`src/rtl/dbl2half.sv`:
```
module dbl2half (
  input  logic        clk,
  input  logic        rst_n,
  input  logic        in_valid,
  input  logic [63:0] in_bits,
  input  logic [1:0]  in_rmode,
  output logic        out_valid,
  output logic [15:0] out_half,
  output logic        out_exact
);
  localparam logic [10:0] EXP_MAX   = 11'h7FF;
  localparam logic [10:0] EXP_TINY  = 11'd897;
  localparam logic [10:0] EXP_SUB   = 11'd1008;
  localparam logic [10:0] EXP_OVF   = 11'd1039;
  localparam logic [14:0] MAG_INF   = 15'h7C00;
  localparam logic [14:0] MAG_BIG   = 15'h7BFF;
  localparam logic [14:0] MAG_QNAN  = 15'h7E00;

  logic        sgn;
  logic [10:0] ex;
  logic [51:0] man;
  logic [19:0] mred;
  logic        is_nan, is_inf, is_tiny, is_ovf, is_sub, is_zero;
  logic [10:0] sub_dist;
  logic [5:0]  shamt;
  logic [52:0] aligned;
  logic [10:0] keep;
  logic        guard, sticky, bump;
  logic [4:0]  hexp;
  logic [14:0] mag, ovf_mag;
  logic [15:0] res;
  logic        exact;

  assign sgn  = in_bits[63];
  assign ex   = in_bits[62:52];
  assign man  = in_bits[51:0];
  assign mred = {man[51:33], man[32] | (|man[31:0])};

  assign is_nan  = (ex == EXP_MAX) && (man != '0);
  assign is_inf  = (ex == EXP_MAX) && (man == '0);
  assign is_tiny = ex < EXP_TINY;
  assign is_zero = (ex == '0) && (man == '0);
  assign is_ovf  = (ex != EXP_MAX) && (ex >= EXP_OVF);
  assign is_sub  = !is_tiny && (ex <= EXP_SUB);

  assign sub_dist = 11'd1009 - ex;
  assign shamt    = !is_sub ? 6'd0 : (sub_dist > 11'd32 ? 6'd32 : sub_dist[5:0]);
  assign aligned  = {1'b1, mred, 32'b0} >> shamt;
  assign keep     = aligned[52:42];
  assign guard    = aligned[41];
  assign sticky   = |aligned[40:0];

  always_comb begin
    unique case (in_rmode)
      2'd0:    bump = guard & (sticky | keep[0]);
      2'd1:    bump = !sgn & (guard | sticky);
      2'd2:    bump = sgn & (guard | sticky);
      default: bump = 1'b0;
    endcase
  end

  assign hexp    = is_sub ? 5'd0 : 5'(ex - EXP_SUB);
  assign mag     = {hexp, keep[9:0]} + 15'(bump);
  assign ovf_mag = (in_rmode == 2'd0 || (in_rmode == 2'd1 && !sgn) || (in_rmode == 2'd2 && sgn))
                   ? MAG_INF : MAG_BIG;

  always_comb begin
    if (is_nan)       res = {sgn, MAG_QNAN};
    else if (is_inf)  res = {sgn, MAG_INF};
    else if (is_tiny) res = {sgn, 15'd0};
    else if (is_ovf)  res = {sgn, ovf_mag};
    else              res = {sgn, mag};
  end

  assign exact = is_inf || is_zero ||
                 (!is_nan && !is_tiny && !is_ovf && !is_sub && !guard && !sticky);

  always_ff @(posedge clk or negedge rst_n) begin
    if (!rst_n) begin
      out_valid <= 1'b0;
      out_half  <= '0;
      out_exact <= 1'b0;
    end else begin
      out_valid <= in_valid;
      if (in_valid) begin
        out_half  <= res;
        out_exact <= exact;
      end
    end
  end
endmodule


```
`config.mk`:
```
export PLATFORM = sky130hd
export DESIGN_NAME = dbl2half
export DESIGN_NICKNAME = d
export VERILOG_FILES = /design/src/rtl/dbl2half.sv
export SDC_FILE = /design/constraint.sdc
export NUM_CORES = 1
export LEC_CHECK = 0
export BUFFER_PORTS_ARGS = -buffer_cell sky130_fd_sc_hd__buf_2
export CORE_ASPECT_RATIO = 1.1
export CORE_MARGIN = 1
export CORE_UTILIZATION = 60
export CTS_CLUSTER_DIAMETER = 100
export DETAILED_ROUTE_END_ITERATION = 6
export PLACE_DENSITY_LB_ADDON = 0.08
export SYNTH_ARGS = -nofsm -noshare
export SYNTH_HDL_FRONTEND = slang
export SYNTH_SLANG_ARGS = --single-unit
export TNS_END_PERCENT = 50
```
`constraint.sdc`:
```
create_clock -name clk -period 1.85 [get_ports clk]
set_clock_uncertainty 0.1 [all_clocks]
set_input_delay 0.185 -clock clk [delete_from_list [all_inputs] [get_ports clk]]
set_output_delay 0.185 -clock clk [all_outputs]
set_load 0.02 [all_outputs]
```
==> results.sh, run 1 <==
export IMPL_syn_cell_area_um2=3530
export IMPL_die_h_um=82.4
export IMPL_synth_cells=499
export IMPL_error="[ERROR DPL-0038] Utilization greater than 100%, impossible to legalize"
export IMPL_port_buffers=86
export IMPL_synth_cell_types=88
export IMPL_ctsHoldBuffers=1
export IMPL_post_cts_buffers=27
export IMPL_synthSimpleGateAreaFrac_pct=32.2
export IMPL_ys_flop_type="dfrtp_1"
export IMPL_cts_root_buffer="clkbuf_8"
export IMPL_status="aborted with a tool error"
export IMPL_syn_num_nets=575
export IMPL_synth_compound_area_share_pct=38.1
export IMPL_synth_avg_cell_area_um2=7.07
export IMPL_async_flop_share_pct=100
export IMPL_dpl_cell_count=807
export IMPL_die_width_um=75.1
export IMPL_clock_path_buffers=2
export IMPL_pin_count=87
export IMPL_rows=28
export IMPL_yosys_register_bits=18
export IMPL_synth_edf_count=0
export IMPL_cts_htree_levels=1
export IMPL_ys_warn_count=0
export IMPL_ys_seq_area_share_pct=12.8
export IMPL_synth_xor_area_share_pct=3.73
export IMPL_synth_top_family_by_area="compound AO/OA/AOI/OAI gates"
export IMPL_gp_congestion=1.10
export IMPL_synth_area_mux_share_pct=3.83
export IMPL_ctsResizeCount=98
export IMPL_place_area_um2=5410
export IMPL_cts_buffers=3
export IMPL_post_dp_hpwl_um=16000
export IMPL_post_place_ws_ns=-3.23
export IMPL_start_util_pct=63.7
export IMPL_lastStage="clock tree synthesis"
export IMPL_synthAdderAreaFrac_pct=2.48
export IMPL_clock_sinks=18
[kinds of logic after synthesis]
| logic type | after synthesis |
|---|---|
| AOI/OAI and AO/OA | 183 |
| xor gates and xnor gates | 15 |
| adders and majority gates | 7 |
| buffers and inverters | 50 |
| DFF | 18 |
| muxes | 12 |
| and+or+nand+nor | 214 |
[cell usage after synthesis (6+ instances only)]
| master | count | area share (%) |
|---|---|---|
| nand2_1 | 52 | 5.5 |
| nor2_1 | 50 | 5.3 |
| a21oi_1 | 32 | 4.5 |
| o21ai_0 | 28 | 4.0 |
| dfrtp_1 | 18 | 13 |
| nand3_1 | 18 | 2.6 |
| nor3_1 | 18 | 2.6 |
| nor4_1 | 17 | 3.0 |
| inv_1 | 14 | 1.5 |
| o31ai_1 | 14 | 3.0 |
| buf_2 | 11 | 1.6 |
| clkbuf_1 | 11 | 1.2 |
| o2bb2ai_1 | 10 | 2.5 |
| xnor2_1 | 10 | 2.5 |
| a31oi_1 | 9 | 1.6 |
| mux2i_1 | 9 | 2.6 |
| nand4_1 | 9 | 1.6 |
| a211oi_1 | 7 | 1.5 |
| ha_1 | 7 | 2.5 |
| nor2b_1 | 7 | 1.2 |
| o2111ai_1 | 7 | 1.7 |
| o211ai_1 | 6 | 1.3 |
[through the flow]
| stage | hold WS, ns | TNS, ns | utilization [%] |
|---|---|---|---|
| 3_5_place_dp | 0.0337 | -48.39 | 97.7 |
| 2_1_floorplan | -0.211 | -37.17 | - |
| 3_3_place_gp | 0.0197 | -43.02 | 97.7 |
==> run 2, diff against run 1 <==
- CORE_ASPECT_RATIO: 1.1 -> unset
- CORE_UTILIZATION: 60 -> 40
- CTS_CLUSTER_DIAMETER: 100 -> unset
- PLACE_DENSITY_LB_ADDON: 0.08 -> 0.15
==> results.sh, run 2 <==
export IMPL_clockPowerShare_pct=13.4
export IMPL_die_width_um=95.9
export IMPL_synth_top_cells_by_area="dfrtp_1 (13%), nand2_1 (5.5%), nor2_1 (5.3%)"
export IMPL_wl_per_cell_um=18.5
export IMPL_grt_max_degree=37
export IMPL_drc=0
export IMPL_critPathMaxFanout=7
export IMPL_start_util_pct=42.1
export IMPL_swShare_pct=41.1
export IMPL_fillCellCount=681
export IMPL_reg2reg_depth=1
export IMPL_grt_overflow=0
export IMPL_cts_buffers=3
export IMPL_async_flop_share_pct=100
export IMPL_place_area_um2=5560
export IMPL_critPathLaunch="in_bits[53]"
export IMPL_netlist_top_cell_by_area="dfrtp_1"
export IMPL_finalCritPeriodShare_pct=235
export IMPL_wirelength_um=16300
export IMPL_nets=854
export IMPL_powerDensity_nw_per_um2=327
export IMPL_drtPass1Iterations=5
export IMPL_setup_viol=16
export IMPL_maxSlewViolCount=0
export IMPL_yosysMostFrequentCell="nand2_1"
export IMPL_setup_ws_ns=-2.50
export IMPL_rows=33
export IMPL_maxCapViolations=0
export IMPL_tightest_slew_ns=0.516
export IMPL_synth_cell_types=88
export IMPL_vdd_drop_max_uv=416
export IMPL_grt_usage_pct=36.1
export IMPL_largest_registers="out_half (16), out_exact (1), out_valid (1)"
export IMPL_crit_type="input pin to flip-flop"
export IMPL_vias_per_cell=6.06
export IMPL_post_place_ws_ns=-3.00
export IMPL_post_dp_hpwl_um=12600
export IMPL_area_growth_pct=73.3
export IMPL_fin_area_um2=6110
export IMPL_r2r_end="out_half[15]"
export IMPL_largest_reg_flops=16
export IMPL_synth_avg_cell_area_um2=7.07
export IMPL_r2r_start="out_half[15]"
export IMPL_synth_edf_count=0
export IMPL_syn_num_nets=575
export IMPL_grt_first_pass_wirelength_um=25800
export IMPL_hp_start="in_valid"
export IMPL_final_hold_viol_count=0
export IMPL_period_minus_slack_ns=4.35
export IMPL_crit_path_start_kind="input pin"
export IMPL_synth_top_cell_area_share_pct=12.8
export IMPL_crit_required_ns=1.86
export IMPL_diodes=0
export IMPL_yosys_register_bits=18
export IMPL_yosys_top_cells_count="nand2_1 (52), nor2_1 (50), a21oi_1 (32)"
export IMPL_status="finished, violations left"
export IMPL_pin_count=87
export IMPL_multi_input_area_um2=3180
export IMPL_cts_root_buffer="clkbuf_8"
export IMPL_die_h_um=95.9
export IMPL_hold_class="input pin to flip-flop"
export IMPL_max_slew_margin_pct=64.7
export IMPL_synth_cells=499
export IMPL_p_total_w=0.00200
export IMPL_final_common_cell="buf_4"
export IMPL_gp_congestion=1.01
export IMPL_syn_cell_area_um2=3530
export IMPL_clock_path_buffers=2
export IMPL_ys_flop_type="dfrtp_1"
export IMPL_clkLatencyLatePin_ns=0.25
export IMPL_end_kind="flip-flop"
export IMPL_power_frac_comb_pct=63.6
export IMPL_max_freq_mhz=230
export IMPL_violations="negative setup slack"
export IMPL_port_buffers=86
export IMPL_rrSetupSlack_ns=1.00
export IMPL_seq_area_um2=450
export IMPL_antenna_found_initial=0
export IMPL_cts_tree="built"
export IMPL_worst_ep_arrival_time_ns=4.37
export IMPL_endpoint="out_half[10]"
export IMPL_die_area_um2=9190
export IMPL_leakage_nw=2.74
export IMPL_core_um2=8380
export IMPL_drt_iter0_markers=471
export IMPL_grt_pass1_vias=5250
export IMPL_layout_drive_gt1_share_pct=49.7
export IMPL_seq_power_share_pct=23.0
export IMPL_ys_seq_area_share_pct=12.8
export IMPL_clock_sinks=18
export IMPL_regMostFlops="out_half"
export IMPL_rsz0062_at_grt="yes"
export IMPL_cts_clk_slew_worst_paths_ns=0.06
export IMPL_power_internal_w=0.00118
export IMPL_ant_nets=0
export IMPL_most_common_layout_cells="buf_4 (209), buf_2 (83), nand2_1 (51)"
export IMPL_ys_warn_count=0
export IMPL_vias=5343
export IMPL_netSwitchingPower_w=0.000821
export IMPL_cts_htree_levels=1
export IMPL_fin_util_pct=72.9
## run 2: cell counts after synthesis
Identical to the previous run, type by type.
## run 2: cells by family after synthesis
group / count (synthesis) / synth area share [%]
mux: 12 / 3.83
fa+ha+maj: 7 / 2.48
simple gates: 214 / 32.2
compound gates: 183 / 38.1
buf+inv: 50 / 6.88
flops: 18 / 12.8
xor+xnor: 15 / 3.73
## run 2: how the worst min path moves through the flow
stage / depth (start not counted) / to
3_3_place_gp: 1 / out_half[5]
3_5_place_dp: 1 / out_half[5]
4_1_cts: 1 / out_valid
5_1_grt: 1 / out_valid
2_1_floorplan: 0 / out_exact
6_report: 1 / out_valid
## run 2: what timing repair did
item                       CTS  global route
hold endpoints to repair    18             0
hold buffers                 1             0
setup buffers               16             4
pin swaps                   37             9
gates resized for setup     47            19
setup endpoints to repair   16            16
cloned                       2             1
## run 2: metal layers
layer / vias to the layer above / track usage (%) / part of all wire [%]
li1: 2505 / - / -
met1: 2479 / 46.5 / 42
met2: 289 / 58.3 / 44
met3: 70 / 7.58 / 9.3
met4: 0 / 14.9 / 4.4
met5: - / 0 / 0
## run 2: per-stage QoR
stage	hold slack (ns)	TNS, ns	instances
3_3_place_gp	0.0211	-43.20	854
5_1_grt	0.108	-39.94	881
4_1_cts	0.101	-36.38	876
6_report	0.106	-36.96	881
3_5_place_dp	0.0351	-44.64	854
2_1_floorplan	-0.211	-37.17	499
## run 2: area by class of cell
class | instances | share of cell area, %
tap | 105 | 2.15
sequential | 18 | 7.37
multi-input combinational | 432 | 52.1
clock buffer | 3 | 0.676
inverter | 16 | 1.23
timing repair buffer | 307 | 36.5
## run 2: power by group through the flow
stage	clock network [W]	registers [W]	logic [W]
floorplan	0	0.000517	0.000515
global placement	0	0.000463	0.00113
detailed placement	0	0.000464	0.00114
CTS	0.000269	0.000459	0.00122
global route	0.000284	0.000463	0.00136
finish	0.000267	0.000460	0.00127
## run 2: critical path, stage by stage
cell	delay, ns
buf_12	0.10
clkinv_8	0.04
ha_4	0.16
nand2b_4	0.12
nor4b_4	0.06
buf_4	0.14
o311ai_4	0.38
buf_6	0.19
nor2_2	0.08
buf_4	0.14
a32o_1	0.25
a21oi_2	0.30
a21oi_1	0.12
o31ai_1	0.31
a31oi_2	0.16
or4_1	0.51
and3_4	0.19
ha_4	0.18
ha_4	0.17
nand3_4	0.10
nor3_4	0.06
xnor2_1	0.12
o2111ai_1	0.17
o211ai_1	0.12
Power figures use the tool's default switching activity.
